--- src/rtl/acc_rnd_pkg.sv ---
package acc_rnd_pkg;

    localparam int ACC_WIDTH   = 40;
    localparam int HALF_WIDTH  = 16;
    localparam int SHIFT_WIDTH = 3;
    localparam int SEL_WIDTH   = 1;

    typedef enum logic [1:0] {
        SAT_NONE = 2'd0,
        SAT_POS  = 2'd1,
        SAT_NEG  = 2'd2
    } sat_kind_e;

    // magnitude of a two's complement shift code
    function automatic logic [SHIFT_WIDTH-1:0] code_mag(input logic [SHIFT_WIDTH-1:0] code);
        return code[SHIFT_WIDTH-1] ? (~code + SHIFT_WIDTH'(1)) : code;
    endfunction

endpackage

--- src/rtl/acc_join_shift.sv ---
module acc_join_shift
    import acc_rnd_pkg::*;
#(
    parameter int ACC_W  = ACC_WIDTH,
    parameter int HALF_W = HALF_WIDTH,
    parameter int SH_W   = SHIFT_WIDTH,
    parameter int WORK_W = ACC_W + HALF_W + (1 << (SH_W - 1))
) (
    input  logic [ACC_W-1:0]         hi_acc,
    input  logic [ACC_W-1:0]         lo_acc,
    input  logic [SH_W-1:0]          code,
    output logic signed [WORK_W-1:0] shifted
);
    localparam int EXT_W = WORK_W - ACC_W - HALF_W;

    logic signed [WORK_W-1:0] joined;
    logic [SH_W-1:0]          mag;

    always_comb begin
        joined = {{EXT_W{hi_acc[ACC_W-1]}}, hi_acc, lo_acc[HALF_W-1:0]};
        mag    = code_mag(code);
        if (code[SH_W-1]) begin
            shifted = joined >>> mag;
        end else begin
            shifted = joined <<< mag;
        end
    end
endmodule

--- src/rtl/acc_round_sat.sv ---
module acc_round_sat
    import acc_rnd_pkg::*;
#(
    parameter int HALF_W = HALF_WIDTH,
    parameter int WORK_W = 60
) (
    input  logic signed [WORK_W-1:0] shifted,
    output logic [HALF_W-1:0]        word_hi,
    output logic [HALF_W-1:0]        word_lo,
    output sat_kind_e                kind
);
    localparam int RND_W = WORK_W - HALF_W;
    localparam int RES_W = 2 * HALF_W;
    localparam logic signed [WORK_W-1:0] HALF_LSB = {{(WORK_W-1){1'b0}}, 1'b1} << (HALF_W - 1);

    logic signed [WORK_W-1:0] sum;
    logic signed [WORK_W-1:0] scaled;
    logic [RND_W-1:0]         rounded;
    logic [RND_W-RES_W:0]     top_bits;

    always_comb begin
        sum      = shifted + HALF_LSB;
        scaled   = sum >>> HALF_W;
        rounded  = scaled[RND_W-1:0];
        top_bits = rounded[RND_W-1:RES_W-1];
        if (!rounded[RND_W-1] && (|top_bits)) begin
            kind    = SAT_POS;
            word_hi = {1'b0, {(HALF_W-1){1'b1}}};
            word_lo = {HALF_W{1'b1}};
        end else if (rounded[RND_W-1] && !(&top_bits)) begin
            kind    = SAT_NEG;
            word_hi = {1'b1, {(HALF_W-1){1'b0}}};
            word_lo = {HALF_W{1'b0}};
        end else begin
            kind    = SAT_NONE;
            word_hi = rounded[RES_W-1:HALF_W];
            word_lo = rounded[HALF_W-1:0];
        end
    end
endmodule

--- src/rtl/acc_rnd_extract.sv ---
module acc_rnd_extract
    import acc_rnd_pkg::*;
#(
    parameter int ACC_W  = ACC_WIDTH,
    parameter int HALF_W = HALF_WIDTH,
    parameter int SH_W   = SHIFT_WIDTH,
    parameter int SEL_W  = SEL_WIDTH
) (
    input  logic              clk,
    input  logic              rst,
    input  logic              start,
    input  logic [SEL_W-1:0]  acc_sel,
    input  logic [ACC_W-1:0]  a0_val,
    input  logic [ACC_W-1:0]  a1_val,
    input  logic [SH_W-1:0]   shift_code,
    output logic [HALF_W-1:0] res_hi,
    output logic [HALF_W-1:0] res_lo,
    output logic              flag0,
    output logic              flag1,
    output logic              res_valid,
    output logic              illegal_op
);
    localparam int WORK_W = ACC_W + HALF_W + (1 << (SH_W - 1));

    logic signed [WORK_W-1:0] shifted;
    logic [HALF_W-1:0]        nxt_hi;
    logic [HALF_W-1:0]        nxt_lo;
    sat_kind_e                nxt_kind;
    logic                     legal;

    assign legal = (acc_sel == '0);

    acc_join_shift #(
        .ACC_W (ACC_W),
        .HALF_W(HALF_W),
        .SH_W  (SH_W),
        .WORK_W(WORK_W)
    ) u_join (
        .hi_acc (a0_val),
        .lo_acc (a1_val),
        .code   (shift_code),
        .shifted(shifted)
    );

    acc_round_sat #(
        .HALF_W(HALF_W),
        .WORK_W(WORK_W)
    ) u_rsat (
        .shifted(shifted),
        .word_hi(nxt_hi),
        .word_lo(nxt_lo),
        .kind   (nxt_kind)
    );

    always_ff @(posedge clk) begin
        if (rst) begin
            res_hi     <= '0;
            res_lo     <= '0;
            flag0      <= 1'b0;
            flag1      <= 1'b0;
            res_valid  <= 1'b0;
            illegal_op <= 1'b0;
        end else begin
            res_valid  <= start && legal;
            illegal_op <= start && !legal;
            if (start && legal) begin
                res_hi <= nxt_hi;
                res_lo <= nxt_lo;
                flag1  <= flag0;
                flag0  <= (nxt_kind != SAT_NONE);
            end
        end
    end
endmodule

--- config.mk ---
export PLATFORM = sky130hd
export DESIGN_NAME = acc_rnd_extract
export DESIGN_NICKNAME = d
export VERILOG_FILES = /design/src/rtl/acc_rnd_pkg.sv /design/src/rtl/acc_join_shift.sv /design/src/rtl/acc_round_sat.sv /design/src/rtl/acc_rnd_extract.sv
export SDC_FILE = /design/constraint.sdc
export NUM_CORES = 1
export LEC_CHECK = 0
export BUFFER_PORTS_ARGS = -buffer_cell sky130_fd_sc_hd__buf_2
export CAP_MARGIN = 20
export CORE_ASPECT_RATIO = 1.1
export CORE_MARGIN = 2
export CORE_UTILIZATION = 40
export DETAILED_ROUTE_END_ITERATION = 8
export GPL_TIMING_DRIVEN = 0
export HOLD_SLACK_MARGIN = 0.03
export SLEW_MARGIN = 0
export SYNTH_ARGS = -nofsm -noshare
export SYNTH_HDL_FRONTEND = slang
export SYNTH_SLANG_ARGS = --single-unit
--- constraint.sdc ---
create_clock -name clk -period 5.2 [get_ports clk]
set_input_delay 1.04 -clock clk [delete_from_list [all_inputs] [get_ports clk]]
set_output_delay 1.04 -clock clk [all_outputs]
set_load 0.01 [all_outputs]
# Yosys cells after proc, flatten, opt, wreduce, memory -nomap -nowiden
# Index checks and enable logic that the tools add are counted.
# totals
ff_bits	36
input_bits	87
# classes
addsub	2
n_shift	2
muxes	8
n_bitwise	2
n_reduce_logical	9
# ops
cell	count
16-bit two-way mux	4
60-bit by 17-bit adder with 60-bit output, second input constant	1
60-bit two-way mux	1
56-bit by 3-bit <<< shifter with 60-bit output	1
56-bit by 3-bit >>> shifter with 60-bit output	1
13-bit AND reduction	1
13-bit OR reduction	1
1-bit logical AND	4
2-bit two-way mux	2
3-bit by 1-bit adder with 3-bit output, second input constant	1
3-bit two-way mux	1
3-bit inverter	1
1-bit logical NOT	2
2-bit nonzero test	1
1-bit inverter	1

# Depth between registers and ports, before layout
# Gate-level depths: netlist of the first run.
# depth
ltp_word	12
depth_mapped	23
depth_no_buf	15

# By module
# A second synthesis of the first run with hierarchy kept.
# unflattened
hier_cells	831
hier_area_um2	7118.1
# modules_own_cells
mod	n_inst	cells_each	area_per_inst_um2	seq_area_each_um2
acc_join_shift	1	481	4062.6	0.0
acc_round_sat	1	195	1591.5	0.0
acc_rnd_extract	1	155	1463.9	720.7

# Worst setup path before layout of the first run
# OpenSTA, ideal clock, no wires.
# synth_path
path_type	input-to-reg
startpoint	input shift_code[1]
endpoint	register res_hi[0]
setup_ns	0.143
t_arrival_ns	5.478
required_time_ns	5.057
setup_slack_ns	-0.422
cell_stages	21
n_path_buf	9
cell_sequence	buf_4 -> buf_4 -> buf_4 -> buf_4 -> buf_4 -> inv_1 -> ha_1 -> buf_4 -> mux2_4 -> buf_4 -> mux2i_1 -> a221oi_1 -> nor3_4 -> and3_1 -> buf_2 -> nand3_1 -> mux2_2 -> or4_4 -> o21ai_4 -> buf_6 -> o32ai_2
# synth_between
elab_chain_cells	11
# synth_rtl
item	line	text
start, declared	acc_rnd_extract.sv:15	input logic [SH_W-1:0] shift_code,
3-bit inverter	acc_rnd_pkg.sv:16	return code[SHIFT_WIDTH-1] ? (~code + SHIFT_WIDTH'(1)) : code;
3-bit by 1-bit adder with 3-bit output	acc_rnd_pkg.sv:16	
3-bit two-way mux (*)	acc_rnd_pkg.sv:16	
56-bit by 3-bit <<< shifter with 60-bit output or 56-bit by 3-bit >>> shifter with 60-bit output (tied branches)	acc_join_shift.sv:25, acc_join_shift.sv:23	
60-bit two-way mux (*)	acc_join_shift.sv:22	if (code[SH_W-1]) begin
60-bit by 17-bit adder with 60-bit output (*)	acc_round_sat.sv:22	sum = shifted + HALF_LSB;
13-bit AND reduction	acc_round_sat.sv:30	end else if (rounded[RND_W-1] && !(&top_bits)) begin
1-bit logical NOT	acc_round_sat.sv:30	
1-bit logical AND	acc_round_sat.sv:30	
16-bit two-way mux	acc_round_sat.sv:30	
16-bit two-way mux (*)	acc_round_sat.sv:26	if (!rounded[RND_W-1] && (|top_bits)) begin
end signal, assigned	acc_rnd_extract.sv:67	res_hi <= nxt_hi;
end, declared	acc_rnd_extract.sv:16	output logic [HALF_W-1:0] res_hi,
# Mark *: on every way between the ends. The rest lies on a longest branch, timed or not.
# A chain may end at the register's enable or synchronous reset.

# Worst setup path after layout of the first run
# layout_path
startpoint	input shift_code[0]
endpoint	register res_hi[5]
# Same word-level chain as after synthesis.

==> results of run 1 <==
metrics by stage:
step           TNS (ps)  instances
4_1_cts               0       1039
3_3_place_gp     -41930       1014
3_5_place_dp     -41740       1014
2_1_floorplan         0        734
5_1_grt           -52.5       1053
6_report              0       1053
final cells by class:
| class | instances | area (µm²) |
|---|---|---|
| Clock inverter | 2 | 10.0 |
| Multi-Input combinational cell | 623 | 5350 |
| Clock buffer | 6 | 139 |
| Tap cell | 200 | 250 |
| Buffer | 64 | 599 |
| Fill cell | 1551 | 7790 |
| Sequential cell | 36 | 721 |
| Inverter | 8 | 35.0 |
| Timing Repair Buffer | 114 | 723 |
registers in the layout, summed over array words and instances, names as in the netlist:
register and count:
flag0 1, flag1 1, illegal_op 1, res_hi 16, res_lo 16, res_valid 1
worst max path at each step:
stage,start,endpoint
finish,shift_code[0],res_hi[5]
global route,shift_code[0],res_hi[5]
floorplan,shift_code[1],res_hi[0]
CTS,shift_code[0],res_hi[5]
global placement,shift_code[0],res_lo[7]
detailed placement,shift_code[0],res_lo[2]
placed cells by master (no fill, tap or decap), drive strengths merged, types with 4 or more instances in the layout:
cell      n
a31oi     8
or3      27
o21ai    26
clkinv    4
nand4    11
nor4      7
nand2b   10
xor2     15
nand2    76
nor2     71
nor2b    10
o22ai     9
dfxtp    36
inv       6
a211oi    9
nor3     15
buf     153
a22oi    15
and2      6
nand3    17
xnor2    21
mux2      9
a21oi    28
a31o      4
o32ai    31
o211ai    4
a21o      5
mux2i    90
clkbuf   31
mux4     34
and3     11
layer usage:
layer	wire, µm	track usage (%)	vias up
li1	-	-	3069
met1	9500	33.0	3110
met2	10400	41.5	308
met3	1440	3.03	53
met4	771	9.68	0
met5	0	0	-
cells in the mapped netlist (all sizes together), types with 8 or more instances:
library cell,n,area [µm²]
mux2i,90,908
nand2,76,288
nor2,71,277
buf,43,408
dfxtp,36,721
mux4,34,792
o32ai,31,497
a21oi,28,140
or3,27,169
o21ai,26,141
clkbuf,24,90.1
xnor2,21,184
nand3,17,85.1
a22oi,15,118
nor3,15,101
xor2,15,131
and3,11,68.8
nand4,11,75.1
nand2b,10,62.6
nor2b,10,62.6
a211oi,9,72.6
mux2,9,105
o22ai,9,56.3
a31oi,8,50.1
tightest hold or removal path, cell delays in order (launching register included):
cell and delay [ps]:
dfxtp_1 300, nand2_1 50, a21oi_1 50
where the power goes:
part           switching, mW  leakage (nW)  internal, mW
Combinational          0.453          2.83         0.356
Clock                  0.115        0.0766         0.189
Sequential            0.0154         0.299         0.306
Total                  0.583          3.21         0.850
cell families (layout without fill, tap and decap cells):
group	count (synthesis)	count (layout)	share of synthesized area [%]
AO/OA/AOI/OAI	169	169	22.7
XOR/XNOR	36	36	4.96
adder cells (fa/ha/maj)	2	2	0.393
buffers and inverters	75	194	8.30
flip-flops	36	36	11.3
multiplexers	133	133	28.4
AND/OR/NAND/NOR	283	283	23.9
timing repair:
| item | in CTS | in global routing |
|---|---|---|
| endpoints found under the hold margin | 0 | 0 |
| endpoints found under the setup margin | 33 | 32 |
| buffers inserted | 19 | 11 |
| pin swaps | 14 | 11 |
| cloned | 0 | 4 |
| resized for setup | 38 | 38 |
==> qor.csv, run 1 <==
stage,metric,value,unit
run_status,status,completed,
grt,aggregate global-route resource usage,24.9,%
synthesis,Synth Cell Area,0.00636,mm²
final_layout,n_diodes,0,
setup_path,most frequent CP cell,buf_6,
timing,"Slew Viols, Final",0,
power_and_ir_drop,total power,1.43,mW
final_layout,Final nets,941,
setup_path,Startpoint Class,input port,
final_layout,"Area growth, synth to finish",23.1,%
timing,Worst-Margin Slew,731,ps
setup_path,Critical Path Sink Type,flop,
floorplan,Starting Density,40.7,%
floorplan,die area,0.0169,mm²
timing,final setup margin,156,ps
synthesis,post-synth cell types,84,
floorplan,Ports,123,
synthesis,"Seq/Total Area, Yosys",11.3,%
clocking,htree depth,2,
floorplan,core area,0.0156,mm²
final_layout,final instance area,0.00783,mm²
timing,Max-slew headroom,51.3,%
floorplan,Rows,48,
synthesis,Mapped Nets,823,
hold_path,Worst Hold Class,reg -> reg,
clocking,clock buffer count from CTS,5,
place,Buffers on Ports,80,
final_layout,layout cells sized above 1,33.6,%
route,Post-DRT Antenna Nets,0,
setup_path,worst r2r dst,res_hi[12],
setup_path,CP required,5340,ps
route,drt initial violations,606,
clocking,clock-pin slew on the worst setup and hold paths,60,ps
setup_path,Slowest Stage Delay on Critical Path,530,ps
timing,Final period util,97.0,%
setup_path,"Max FO, Critical Path",10,
timing,Final min period,5040,ps
place,placed inst area,0.00709,mm²
hold_path,Cells on Worst Hold Path,2,
clocking,CTS Buffer Depth,2,
grt,grt ovf,0,
setup_path,cell family with most CP delay,simple AND/OR/NAND/NOR gates,
timing,Min Hold Slack,450,ps
setup_path,R2R Path Start,res_hi[12],
job,max-cap viol count,0,
place,routability congestion estimate,0.965,
floorplan,Die Y,136,µm
setup_path,"Cell Chain, Critical Path","buf_2, clkinv_4, buf_6, clkbuf_8, ha_4, mux2i_4, buf_4, mux4_2, o221ai_1, nand4bb_4, nor3_4, and3_1, buf_6, nand3_1, mux2_2, or4_4, o21ai_4, buf_12, buf_6, o32ai_2",
place,pre-CTS WS,-1320,ps
setup_path,CP max-delay cell,or4_4,
clocking,"Hold-fix buffers, CTS",0,
setup_path,WP data arrival,5190,ps
synthesis,Post-Syn Instances,734,
setup_path,Worst R2R Path Depth,3,
clocking,clk root buf,clkbuf_16,
clocking,CTS tree,done,
setup_path,Buf/Inv on CP,8,
synthesis,dominant synthesized flop cell,dfxtp_1,
route,vias,6540,
power_and_ir_drop,Max IR drop VDD,0.119,mV
timing,worst clock skew,0.437,ps
grt,vias in the first global route,6055,
power_and_ir_drop,P_leak,3.21,nW
route,# DRC,0,
synthesis,synthesized flop and latch total,36,
final_layout,Final Core Density,50.1,%
power_and_ir_drop,PD cells,183,mW/mm²
clocking,Clock Latency Late Sink,280,ps
synthesis,warnings from Yosys,0,
route,vias per inst,6.21,
route,WL/cell,21.0,µm
grt,first-pass GRT wire length,33.9,mm
setup_path,worst reg2reg setup slack,4170,ps
floorplan,Die X,124,µm
timing,final setup fails,0,
timing,endpoints failing hold,0,
setup_path,Crit Path Class,in -> reg,
route,drt first pass iters,5,
hold_path,hold path endpoint,flag1,
clocking,total clock sinks,36,
place,Detailed Place HPWL,17.0,mm
hold_path,Hold Startpoint,flag1,
timing,Max Fclk,0.198,GHz
grt,initial antenna violation count,0,
setup_path,WP depth,20,
synthesis,synthesized area per cell,8.66,µm²
synthesis,"Async S/R FF share, synth",0,%
synthesis,"EDFF count, synth",0,
grt,largest net degree at the start of global routing,29,
route,DRT Wirelength,22.2,mm
Note: power is estimated with default switching activity, not from simulation.
==> run 2: changes to the inputs <==
- BUFFER_PORTS_ARGS: -buffer_cell sky130_fd_sc_hd__buf_2 -> default
- DONT_BUFFER_PORTS: default -> 1
==> run 2 against run 1 <==
Maximum frequency decreased by 0.56%. Register-to-register slack lost 50 ps. Total power shrank 4.2%. Flip-flop and latch count unchanged. Sequential share of layout area is 0.52 points higher. Setup slack got worse by 29 ps. First-iteration DRC count is 9.7% higher. Cell area decreased by 5.4%. Count of clock-buffer cells in the layout rose by 1. Non-clock buffer count decreased by 78. Largest power group unchanged.
==> qor.csv, run 2 (same netlist as run 1, synthesis figures left out) <==
stage,metric,value,unit,change
run_status,status,completed,,
power_and_ir_drop,Max IR drop VDD,0.137,mV,+15%
setup_path,"Cell Chain, Critical Path","buf_8, buf_12, buf_16, inv_2, ha_4, buf_4, buf_6, nand3b_1, buf_4, o22ai_1, a211oi_2, nor2b_1, nand2_1, nor3_4, nand3_1, mux2_2, or4_4, o21ai_4, buf_4, buf_8, o32ai_2",,
route,# DRC,0,,unchanged
clocking,clock buffer count from CTS,5,,unchanged
final_layout,most frequent cells in the layout,"mux2i_1, nand2_1, nor2_1, buf_4, dfxtp_1",,
clocking,CTS tree,done,,
setup_path,WP depth,21,,+5.0%
clocking,clk root buf,clkbuf_16,,
final_layout,"Area growth, synth to finish",16.5,%,
job,max-cap viol count,0,,unchanged
place,Buffers on Ports,0,,-100%
timing,worst clock skew,0.0433,ps,-0.394 ps
floorplan,Ports,123,,unchanged
setup_path,worst reg2reg setup slack,4120,ps,-50 ps
setup_path,Critical Path Sink Type,flop,,
setup_path,worst r2r dst,res_lo[1],,
power_and_ir_drop,PD cells,185,mW/mm²,+1.3%
grt,largest net degree at the start of global routing,15,,-48%
grt,aggregate global-route resource usage,25.8,%,+0.94 points
grt,first-pass GRT wire length,34.7,mm,+2.4%
final_layout,filler instances,1473,,-5.0%
grt,initial antenna violation count,0,,unchanged
power_and_ir_drop,total power,1.37,mW,-4.2%
final_layout,biggest regs,"res_hi: 16 flops, res_lo: 16 flops",,
timing,final setup margin,127,ps,-28.5 ps
floorplan,Die X,124,µm,unchanged
route,vias per inst,6.62,,+6.6%
route,M1 WL,9.42,mm,-0.88%
floorplan,die area,0.0169,mm²,unchanged
place,DP Cell Count,934,,-7.9%
timing,Final period util,97.6,%,+0.55 points
clocking,htree depth,2,,unchanged
final_layout,Final nets,863,,-8.3%
clocking,CTS Buffer Depth,2,,unchanged
timing,endpoints failing hold,0,,unchanged
timing,Worst-Margin Slew,819,ps,+88.4 ps
final_layout,fin cells,974,,-7.5%
place,Detailed Place HPWL,17.6,mm,+3.1%
setup_path,most frequent CP cell,buf_4,,
final_layout,layout cells sized above 1,26.6,%,-7.0 points
timing,"Slew Viols, Final",0,,unchanged
setup_path,Worst R2R Path Depth,3,,unchanged
timing,Max Fclk,0.197,GHz,-0.56%
final_layout,Final Core Density,47.4,%,-2.7 points
timing,Max-slew headroom,45.2,%,-6.1 points
grt,grt ovf,0,,unchanged
timing,final setup fails,0,,unchanged
hold_path,Worst Hold Class,reg -> reg,,
setup_path,Crit Path Class,in -> reg,,
setup_path,R2R Path Start,res_lo[1],,
setup_path,CP max-delay cell,a211oi_2,,
setup_path,cell family with most CP delay,buffers and inverters,,
clocking,total clock sinks,36,,unchanged
place,routability congestion estimate,0.971,,+0.62%
route,drt first pass iters,7,,+2
final_layout,most common library cell in the layout ignoring fill and taps,mux2i_1,,
clocking,Clock Latency Late Sink,280,ps,about the same
power_and_ir_drop,P_leak,2.87,nW,-11%
grt,vias in the first global route,6058,,+0.050%
final_layout,n_diodes,0,,unchanged
setup_path,"Max FO, Critical Path",14,,+4
setup_path,Slowest Stage Delay on Critical Path,530,ps,about the same
route,highest routed layer,met4,,
final_layout,multi-input logic area,0.00535,mm²,about the same
place,pre-CTS WS,-1150,ps,+170 ps
setup_path,Startpoint Class,input port,,
timing,Final min period,5070,ps,+28.5 ps
setup_path,CP required,5340,ps,about the same
floorplan,core area,0.0156,mm²,unchanged
route,Post-DRT Antenna Nets,0,,unchanged
setup_path,Critical Path End,res_lo[7],,
final_layout,Seq. cell area,721,µm²,unchanged
setup_path,WP data arrival,5210,ps,+20 ps
route,DRT Wirelength,22.8,mm,+2.9%
clocking,clock-pin slew on the worst setup and hold paths,50,ps,about the same
clocking,"Hold-fix buffers, CTS",0,,unchanged
setup_path,Worst setup startpoint,shift_code[1],,
route,vias,6447,,-1.4%
route,routed length on met3,1.86,mm,+29%
route,drt initial violations,665,,+9.7%
floorplan,Rows,48,,unchanged
floorplan,Die Y,136,µm,unchanged
setup_path,Buf/Inv on CP,9,,+1
route,WL/cell,23.4,µm,+11%
route,met2 wire len,10.7,mm,+2.9%
floorplan,Starting Density,40.7,%,unchanged
## run 2: area by class of cell
class / instances / area share (%)
Buffer: 64 / 7.77
Clock buffer: 7 / 2.06
Inverter: 8 / 0.473
Multi-Input combinational cell: 623 / 72.3
Sequential cell: 36 / 9.73
Tap cell: 200 / 3.38
Timing Repair Buffer: 36 / 4.32
## run 2: tightest hold or removal path, cell delays in order (launching register included)
cell	delay, ps
dfxtp_1	340
nand2_1	60
a21oi_1	60
## run 2: through the flow
step	area, µm²	setup TNS [ps]	hold slack (ps)
global route	7410	-525	532
detailed placement	6690	-36370	510
floorplan	6440	0	481
global placement	6690	-33350	493
finish	7410	0	512
CTS	7130	0	517
## run 2: report_power, final
group          leakage, nW  switching (mW)  internal (mW)
Clock               0.0760           0.106          0.201
Combinational         2.50           0.402          0.324
Sequential           0.299          0.0348          0.306
Total                 2.87           0.543          0.831
## run 2: how the worst min path moves through the flow
stage | slack [ps] | endpoint | startpoint | depth (start not counted)
global route | 530 | flag1 | flag1 | 2
global placement | 490 | flag1 | flag1 | 2
floorplan | 480 | flag1 | flag1 | 2
finish | 510 | flag1 | flag1 | 2
detailed placement | 510 | res_hi[15] | res_hi[15] | 2
CTS | 520 | res_hi[15] | res_hi[15] | 2
## run 2: what timing repair did
action / CTS / global route
pin swaps: 10 / 18
gates cloned: 3 / 0
endpoints found under the setup margin: 33 / 32
resized for setup: 34 / 30
setup buffers: 15 / 18
## run 2: layer usage
metal / track usage (%) / up-vias
li1: - / 2913
met4: 9.74 / 0
met1: 32.8 / 3121
met2: 43.5 / 357
met3: 5.19 / 56
met5: 0 / -
